==> src/rtl/serchan_pkg.sv <==
package serchan_pkg;
  // register byte offsets (fixed by software contract)
  localparam int OFS_STAT = 'h00;
  localparam int OFS_BLKA = 'h04;
  localparam int OFS_BLKL = 'h08;
  localparam int OFS_CTRL = 'h0C;
  localparam int OFS_DATA = 'h10;

  // field positions
  localparam int SEL_LSB   = 7;
  localparam int RATE_LSB  = 4;
  localparam int GO_BIT    = 0;
  localparam int DIR_LSB   = 2;
  localparam int DIR_W     = 2;
  localparam int LEN_LSB   = 4;

  typedef enum logic [DIR_W-1:0] {
    DIR_RX = 2'd0,
    DIR_TX = 2'd1
  } dir_e;
endpackage

==> src/rtl/serchan_rstsync.sv <==
module serchan_rstsync (
  input  logic clk,
  input  logic rst_n,
  output logic rst_sync_n
);
  logic meta_q;
  logic sync_q;

  always_ff @(posedge clk or negedge rst_n) begin
    if (!rst_n) begin
      meta_q <= 1'b0;
      sync_q <= 1'b0;
    end else begin
      meta_q <= 1'b1;
      sync_q <= meta_q;
    end
  end

  assign rst_sync_n = sync_q;
endmodule

==> src/rtl/serchan_clkgen.sv <==
module serchan_clkgen #(
  parameter int RATE_W   = 3,
  parameter int MAX_CODE = 6
) (
  input  logic              clk,
  input  logic              rst_n,
  input  logic              run,
  input  logic [RATE_W-1:0] rate,
  output logic              tick
);
  localparam int CNT_W = (MAX_CODE > 0) ? MAX_CODE : 1;

  logic [RATE_W-1:0] code_eff;
  logic [RATE_W-1:0] shamt;
  logic [CNT_W-1:0]  cnt_limit;
  logic [CNT_W-1:0]  cnt_q, cnt_d;
  logic              cnt_en;

  always_comb begin
    code_eff  = (rate > RATE_W'(MAX_CODE)) ? RATE_W'(MAX_CODE) : rate;
    shamt     = RATE_W'(MAX_CODE) - code_eff;
    cnt_limit = {CNT_W{1'b1}} >> shamt;
    tick      = run && (cnt_q == cnt_limit);
  end

  always_comb begin
    cnt_en = run || (cnt_q != '0);
    if (!run || tick) cnt_d = '0;
    else              cnt_d = cnt_q + 1'b1;
  end

  always_ff @(posedge clk or negedge rst_n) begin
    if (!rst_n)      cnt_q <= '0;
    else if (cnt_en) cnt_q <= cnt_d;
  end
endmodule

==> src/rtl/serchan_shifter.sv <==
module serchan_shifter #(
  parameter int DW    = 32,
  parameter int LEN_W = 2
) (
  input  logic             clk,
  input  logic             rst_n,
  input  logic             start,
  input  logic             is_write,
  input  logic [LEN_W-1:0] len_m1,
  input  logic [DW-1:0]    tx_word,
  input  logic             tick,
  input  logic             miso,
  output logic             busy,
  output logic             done,
  output logic             sclk,
  output logic             mosi,
  output logic [DW-1:0]    rx_word
);
  localparam int BITS_W = $clog2(DW + 1);

  logic              busy_q, busy_d;
  logic              sclk_q, sclk_d;
  logic              wr_q, wr_d;
  logic [DW-1:0]     tx_q, tx_d;
  logic [DW-1:0]     rx_q, rx_d;
  logic [BITS_W-1:0] left_q, left_d;
  logic [BITS_W-1:0] sham_q, sham_d;
  logic [LEN_W:0]    nbytes;
  logic [BITS_W-1:0] nbits_new;
  logic              edge_rise, edge_fall, last_fall, upd_en;

  always_comb begin
    nbytes    = {1'b0, len_m1} + 1'b1;
    nbits_new = BITS_W'(nbytes) << 3;
    edge_rise = busy_q && tick && !sclk_q;
    edge_fall = busy_q && tick && sclk_q;
    last_fall = edge_fall && (left_q == BITS_W'(1));
    upd_en    = start || edge_rise || edge_fall;
  end

  always_comb begin
    busy_d = busy_q;
    sclk_d = sclk_q;
    wr_d   = wr_q;
    tx_d   = tx_q;
    rx_d   = rx_q;
    left_d = left_q;
    sham_d = sham_q;
    if (start) begin
      busy_d = 1'b1;
      sclk_d = 1'b0;
      wr_d   = is_write;
      tx_d   = tx_word;
      rx_d   = '0;
      left_d = nbits_new;
      sham_d = BITS_W'(DW) - nbits_new;
    end else if (edge_rise) begin
      sclk_d = 1'b1;
      rx_d   = {rx_q[DW-2:0], miso};
    end else if (edge_fall) begin
      sclk_d = 1'b0;
      tx_d   = {tx_q[DW-2:0], 1'b0};
      left_d = left_q - 1'b1;
      if (last_fall) busy_d = 1'b0;
    end
  end

  always_ff @(posedge clk or negedge rst_n) begin
    if (!rst_n) begin
      busy_q <= 1'b0;
      sclk_q <= 1'b0;
      wr_q   <= 1'b0;
      tx_q   <= '0;
      rx_q   <= '0;
      left_q <= '0;
      sham_q <= '0;
    end else if (upd_en) begin
      busy_q <= busy_d;
      sclk_q <= sclk_d;
      wr_q   <= wr_d;
      tx_q   <= tx_d;
      rx_q   <= rx_d;
      left_q <= left_d;
      sham_q <= sham_d;
    end
  end

  assign busy    = busy_q;
  assign done    = last_fall;
  assign sclk    = sclk_q;
  assign mosi    = busy_q && wr_q && tx_q[DW-1];
  assign rx_word = rx_q << sham_q;
endmodule

==> src/rtl/serchan_regs.sv <==
module serchan_regs
  import serchan_pkg::*;
#(
  parameter int DW     = 32,
  parameter int NDEV   = 3,
  parameter int RATE_W = 3,
  parameter int ADDR_W = 5,
  parameter int LEN_W  = 2
) (
  input  logic              clk,
  input  logic              rst_n,
  input  logic              bus_we,
  input  logic [ADDR_W-1:0] bus_addr,
  input  logic [DW-1:0]     bus_wdata,
  output logic [DW-1:0]     bus_rdata,
  input  logic              xfer_busy,
  input  logic              xfer_done,
  input  logic [DW-1:0]     rx_word,
  output logic [NDEV-1:0]   sel_q,
  output logic [RATE_W-1:0] rate_q,
  output logic              start_pulse,
  output logic              dir_wr,
  output logic [LEN_W-1:0]  len_q,
  output logic [DW-1:0]     data_q
);
  logic              hit_stat, hit_ctrl, hit_data;
  logic [NDEV-1:0]   sel_new, sel_d;
  logic              sel_ok;
  logic [RATE_W-1:0] rate_d;
  logic [DIR_W-1:0]  dir_q, dir_d;
  logic [LEN_W-1:0]  len_d;
  logic [DW-1:0]     data_d;
  logic              stat_en, ctrl_en, data_en, rx_land;

  always_comb begin
    hit_stat    = bus_addr == ADDR_W'(OFS_STAT);
    hit_ctrl    = bus_addr == ADDR_W'(OFS_CTRL);
    hit_data    = bus_addr == ADDR_W'(OFS_DATA);
    sel_new     = bus_wdata[SEL_LSB +: NDEV];
    sel_ok      = (sel_new & (sel_new - 1'b1)) == '0;
    stat_en     = bus_we && hit_stat;
    ctrl_en     = bus_we && hit_ctrl && !xfer_busy;
    start_pulse = ctrl_en && bus_wdata[GO_BIT];
    rx_land     = xfer_done && (dir_q != DIR_TX);
    data_en     = rx_land || (bus_we && hit_data);
  end

  always_comb begin
    sel_d  = sel_ok ? sel_new : sel_q;
    rate_d = bus_wdata[RATE_LSB +: RATE_W];
    dir_d  = bus_wdata[DIR_LSB +: DIR_W];
    len_d  = bus_wdata[LEN_LSB +: LEN_W];
    data_d = rx_land ? rx_word : bus_wdata;
  end

  always_ff @(posedge clk or negedge rst_n) begin
    if (!rst_n) begin
      sel_q  <= '0;
      rate_q <= '0;
    end else if (stat_en) begin
      sel_q  <= sel_d;
      rate_q <= rate_d;
    end
  end

  always_ff @(posedge clk or negedge rst_n) begin
    if (!rst_n) begin
      dir_q <= '0;
      len_q <= '0;
    end else if (ctrl_en) begin
      dir_q <= dir_d;
      len_q <= len_d;
    end
  end

  always_ff @(posedge clk or negedge rst_n) begin
    if (!rst_n)       data_q <= '0;
    else if (data_en) data_q <= data_d;
  end

  assign dir_wr = dir_q == DIR_TX;

  always_comb begin
    bus_rdata = '0;
    if (hit_stat) begin
      bus_rdata[SEL_LSB +: NDEV]    = sel_q;
      bus_rdata[RATE_LSB +: RATE_W] = rate_q;
    end else if (hit_ctrl) begin
      bus_rdata[GO_BIT]             = xfer_busy;
      bus_rdata[DIR_LSB +: DIR_W]   = dir_q;
      bus_rdata[LEN_LSB +: LEN_W]   = len_q;
    end else if (hit_data) begin
      bus_rdata = data_q;
    end
  end
endmodule

==> src/rtl/serchan_top.sv <==
module serchan_top #(
  parameter int DW       = 32,
  parameter int NDEV     = 3,
  parameter int RATE_W   = 3,
  parameter int MAX_CODE = 6,
  parameter int ADDR_W   = 5,
  parameter int LEN_W    = 2
) (
  input  logic              clk,
  input  logic              rst_n,
  input  logic              bus_we,
  input  logic [ADDR_W-1:0] bus_addr,
  input  logic [DW-1:0]     bus_wdata,
  output logic [DW-1:0]     bus_rdata,
  output logic [NDEV-1:0]   dev_sel,
  output logic              sclk,
  output logic              mosi,
  input  logic              miso
);
  logic              rst_i_n;
  logic              xfer_busy, xfer_done, start_pulse, dir_wr, tick;
  logic [RATE_W-1:0] rate_q;
  logic [LEN_W-1:0]  len_q;
  logic [DW-1:0]     data_q, rx_word;

  serchan_rstsync u_rst (
    .clk        (clk),
    .rst_n      (rst_n),
    .rst_sync_n (rst_i_n)
  );

  serchan_regs #(
    .DW(DW), .NDEV(NDEV), .RATE_W(RATE_W), .ADDR_W(ADDR_W), .LEN_W(LEN_W)
  ) u_regs (
    .clk         (clk),
    .rst_n       (rst_i_n),
    .bus_we      (bus_we),
    .bus_addr    (bus_addr),
    .bus_wdata   (bus_wdata),
    .bus_rdata   (bus_rdata),
    .xfer_busy   (xfer_busy),
    .xfer_done   (xfer_done),
    .rx_word     (rx_word),
    .sel_q       (dev_sel),
    .rate_q      (rate_q),
    .start_pulse (start_pulse),
    .dir_wr      (dir_wr),
    .len_q       (len_q),
    .data_q      (data_q)
  );

  serchan_clkgen #(
    .RATE_W(RATE_W), .MAX_CODE(MAX_CODE)
  ) u_div (
    .clk   (clk),
    .rst_n (rst_i_n),
    .run   (xfer_busy),
    .rate  (rate_q),
    .tick  (tick)
  );

  serchan_shifter #(
    .DW(DW), .LEN_W(LEN_W)
  ) u_shift (
    .clk      (clk),
    .rst_n    (rst_i_n),
    .start    (start_pulse),
    .is_write (bus_wdata[2] && !bus_wdata[3]),
    .len_m1   (bus_wdata[4 +: LEN_W]),
    .tx_word  (data_q),
    .tick     (tick),
    .miso     (miso),
    .busy     (xfer_busy),
    .done     (xfer_done),
    .sclk     (sclk),
    .mosi     (mosi),
    .rx_word  (rx_word)
  );

  logic unused_dir;
  assign unused_dir = dir_wr;
endmodule

==> config.mk <==
export PLATFORM = sky130hd
export DESIGN_NAME = serchan_top
export DESIGN_NICKNAME = d
export VERILOG_FILES = /design/src/rtl/serchan_pkg.sv /design/src/rtl/serchan_rstsync.sv /design/src/rtl/serchan_clkgen.sv /design/src/rtl/serchan_shifter.sv /design/src/rtl/serchan_regs.sv /design/src/rtl/serchan_top.sv
export SDC_FILE = /design/constraint.sdc
export NUM_CORES = 1
export LEC_CHECK = 0
export BUFFER_PORTS_ARGS = -buffer_cell sky130_fd_sc_hd__buf_2
export CAP_MARGIN = 5
export CORE_MARGIN = 2
export CORE_UTILIZATION = 50
export CTS_CLUSTER_DIAMETER = 100
export CTS_CLUSTER_SIZE = 24
export DETAILED_ROUTE_END_ITERATION = 6
export PLACE_DENSITY_LB_ADDON = 0.15
export SYNTH_ARGS = -nofsm -noshare
export SYNTH_HDL_FRONTEND = slang
export SYNTH_HIERARCHICAL = 1
export SYNTH_SLANG_ARGS = --single-unit
==> constraint.sdc <==
create_clock -name clk -period 11.5 [get_ports clk]
set_clock_uncertainty 0.05 [all_clocks]
set_input_delay 0.575 -clock clk [delete_from_list [all_inputs] [get_ports clk]]
set_output_delay 0.575 -clock clk [all_outputs]
set_load 0.01 [all_outputs]
==> impl_metrics.sql <==
INSERT INTO impl_metrics (metric_group, metric, value, unit) VALUES
('route', 'drtAntennaViolNets', '0', ''),
('sta', 'setup_tns', '0', 'ns'),
('layout', 'final_net_count', '756', ''),
('die', 'initial_cell_density_of_the_core', '50.72', '%'),
('clocking', 'clk_transition_reported_paths', '0.06', 'ns'),
('power', 'vdd_drop_max', '0.0001192', 'V'),
('sta', 'worst_slew_pin_slew', '1.235', 'ns'),
('yosys', 'syn-num-nets', '707', ''),
('die', 'core_area', '13140', 'um^2'),
('grt', 'grt_start_max_net_pins', '78', ''),
('route', 'routed-via-count', '5468', ''),
('route', 'routed_via_density', '6.103', ''),
('layout', 'antenna_cells', '0', ''),
('worst_setup_path', 'rr_worst_depth', '14', ''),
('power', 'power_frac_comb', '20.2', '%'),
('sta', 'grt_setup_unrepaired', 'no', ''),
('power', 'clkPwrFrac', '37.7', '%'),
('yosys', 'syn-instance-count', '658', ''),
('route', 'detail_route.drc_violations', '0', ''),
('placed_design', 'hpwl', '11.55', 'mm'),
('worst_setup_path', 'category_of_the_most_critical_setup_path', 'reg -> reg', ''),
('yosys', 'synth_cell_area', '6664', 'um^2'),
('die', 'fp.dieArea', '14270', 'um^2'),
('route', 'detail_route.wl_per_cell', '19.44', 'um'),
('status', 'run_status', 'finished, final reports clean', ''),
('worst_setup_path', 'crit-reg2reg-capture', 'u_regs/data_q[20]$_DFFE_PN0P_', ''),
('power', 'power.density_cell_area', '191.5', 'nW/um^2'),
('layout', 'layout.cells.most_common', 'dfrtp_1', ''),
('layout', 'final.fill_count', '1131', ''),
('clocking', 'ctsRootBufferMaster', 'clkbuf_16', ''),
('sta', 'final-hold-violation-count', '0', ''),
('job', 'max_cap_viol_count', '0', ''),
('yosys', 'syn_avg_cell_area', '10.13', 'um^2'),
('worst_setup_path', 'reg2reg_setup_slack', '7.61', 'ns'),
('power', 'switching_power', '0.0004543', 'W'),
('clocking', 'clk-insertion-delay-late', '0.42', 'ns'),
('power', 'leakage', '3.683', 'nW'),
('worst_setup_path', 'endpoint_kind', 'flip-flop', ''),
('sta', 'finalMaxSlewViolations', '0', ''),
('sta', 'finalSetupViolCount', '0', ''),
('die', 'placementRows', '42', ''),
('power', 'totalPowerFinal', '0.001490', 'W'),
('sta', 'timing.max_slew.rel_slack', '17.48', '%'),
('layout', 'syn_to_layout_area_delta', '16.75', '%'),
('sta', 'max_clock_freq', '0.2572', 'GHz'),
('worst_setup_path', 'worstPathRequired', '11.74', 'ns'),
('route', 'drt-pass1-iter-count', '5', ''),
('die', 'io_pins', '78', ''),
('power', 'power_switching_share', '30.48', '%'),
('clocking', 'clock_tree_from_tritoncts', 'yes', ''),
('grt', 'via_count_of_the_first_global_routing_pass', '5251', ''),
('clocking', 'htree_depth', '4', ''),
('grt', 'globalRoute.totalOverflow', '0', ''),
('placed_design', 'place.gp.congestion', '0.8698', ''),
('yosys', 'ys_warn_count', '6', ''),
('grt', 'grt_first_pass_wirelength', '28.36', 'mm'),
('worst_setup_path', 'crit_fanout', '32', ''),
('die', 'die_width', '119.4', 'um'),
('worst_setup_path', 'endpoint_arrival_time_on_the_critical_path', '4.13', 'ns'),
('worst_setup_path', 'setup.worst_path.start_class', 'flip-flop', ''),
('grt', 'gr-usage-all-layers', '25.51', '%'),
('power', 'power_report.internal_total', '0.001036', 'W'),
('sta', 'timing.final.crit_period', '3.887', 'ns'),
('clocking', 'clock_tree.buffer_depth', '2', ''),
('layout', 'multiInputGateArea', '3293', 'um^2'),
('sta', 'post-route-period-util', '33.80', '%'),
('clocking', 'tritoncts_num_sinks', '125', ''),
('layout', 'most-common-layout-cells', 'dfrtp_1 (124), o21ai_0 (78), buf_2 (77)', ''),
('clocking', 'cts_inserted_buffers', '17', ''),
('route', 'drt-total-wl', '17.42', 'mm'),
('power', 'share_seq_of_total_power', '42.1', '%'),
('die', 'chipHeight', '119.4', 'um'),
('route', 'drt_first_iter_violations', '551', ''),
('worst_setup_path', 'worstReg2RegStart', 'u_regs/rate_q[1]$_DFFE_PN0P_', ''),
('placed_design', 'port_buffers', '77', ''),
('grt', 'antenna_violations_before_repair', '0', ''),
('clocking', 'post_cts_buffers', '0', ''),
('min_path', 'worst_hold_path_type', 'reg -> async', ''),
('layout', 'final-seq-area', '3132', 'um^2'),
('layout', 'drive_above_1_share', '20.00', '%');
==> worst max-delay path: stages (launching register included) <==
cell and delay [ns]:
dfrtp_1 0.43, nand2_1 0.08, nand2_1 0.07, inv_1 0.06
ha_1 0.13, inv_1 0.04, ha_1 0.33, nand2b_1 0.09
o32a_4 0.39, nor3_1 0.22, and2_1 0.26, nand3_2 0.11
nor4b_2 0.37, nand2_1 0.77, a2bb2oi_1 0.36
==> registers in the layout, indices dropped and copies added (netlist names) <==
| name | count |
|---|---|
| u_regs/data_q | 32 |
| u_shift/rx_q | 32 |
| u_shift/tx_q | 32 |
| u_div/cnt_q | 6 |
| u_shift/left_q | 6 |
| u_regs/rate_q | 3 |
| u_regs/sel_q | 3 |
| u_regs/dir_q | 2 |
| u_regs/len_q | 2 |
| u_shift/sham_q | 2 |
| u_rst/meta_q | 1 |
| u_rst/rst_sync_n | 1 |
| u_shift/busy | 1 |
| u_shift/sclk | 1 |
| u_shift/wr_q | 1 |
==> power by group through the flow <==
stage | registers [W] | clock network, W | logic [W]
after floorplan | 0.000599 | 0 | 0.000231
after global placement | 0.000627 | 0 | 0.000287
after detailed placement | 0.000630 | 0 | 0.000301
after CTS | 0.000624 | 0.000568 | 0.000302
after global routing | 0.000640 | 0.000591 | 0.000335
final | 0.000627 | 0.000562 | 0.000302
==> repair_timing <==
item	CTS	global route
resized for setup	0	0
endpoints found under the hold margin	2	0
hold buffers	1	0
==> layer usage <==
metal  global-route usage [%]  routed length [um]  vias up
met5                        0                   0        -
li1                         -                   -     2521
met2                    38.18                8096      172
met1                    36.45                8069     2740
met4                    9.044                 452        0
met3                    5.843                 801       35
==> worst max path at each step <==
stage	startpoint	endpoint	depth (start not counted)
floorplan	u_rst/rst_sync_n$_DFF_PN0_	u_div/cnt_q[0]$_DFFE_PN0P_	0
global placement	u_regs/rate_q[1]$_DFFE_PN0P_	u_regs/data_q[28]$_DFFE_PN0P_	14
detailed placement	u_regs/rate_q[1]$_DFFE_PN0P_	u_regs/data_q[20]$_DFFE_PN0P_	14
CTS	u_regs/rate_q[1]$_DFFE_PN0P_	u_regs/data_q[20]$_DFFE_PN0P_	14
global route	u_regs/rate_q[1]$_DFFE_PN0P_	u_regs/data_q[4]$_DFFE_PN0P_	14
finish	u_regs/rate_q[1]$_DFFE_PN0P_	u_regs/data_q[20]$_DFFE_PN0P_	14
==> per-stage QoR <==
stage	utilization, %	setup WS, ns	hold WS [ns]	instance area (um^2)	instances
floorplan	-	7.710	0.2294	6664	658
global placement	54.46	7.797	0.2906	7154	863
detailed placement	54.46	7.641	0.2944	7154	863
CTS	59.22	7.635	0.3073	7780	896
global route	59.22	7.335	0.3074	7780	896
finish	59.22	7.613	0.3028	7780	896
==> layout make-up <==
type,count,area share [%]
Clock buffer,20,5.741
Clock inverter,12,2.171
Inverter,13,0.6272
Multi-Input combinational cell,462,42.33
Sequential cell,125,40.25
Tap cell,176,2.830
Timing Repair Buffer,88,6.047
Power figures use the tool's default switching activity.
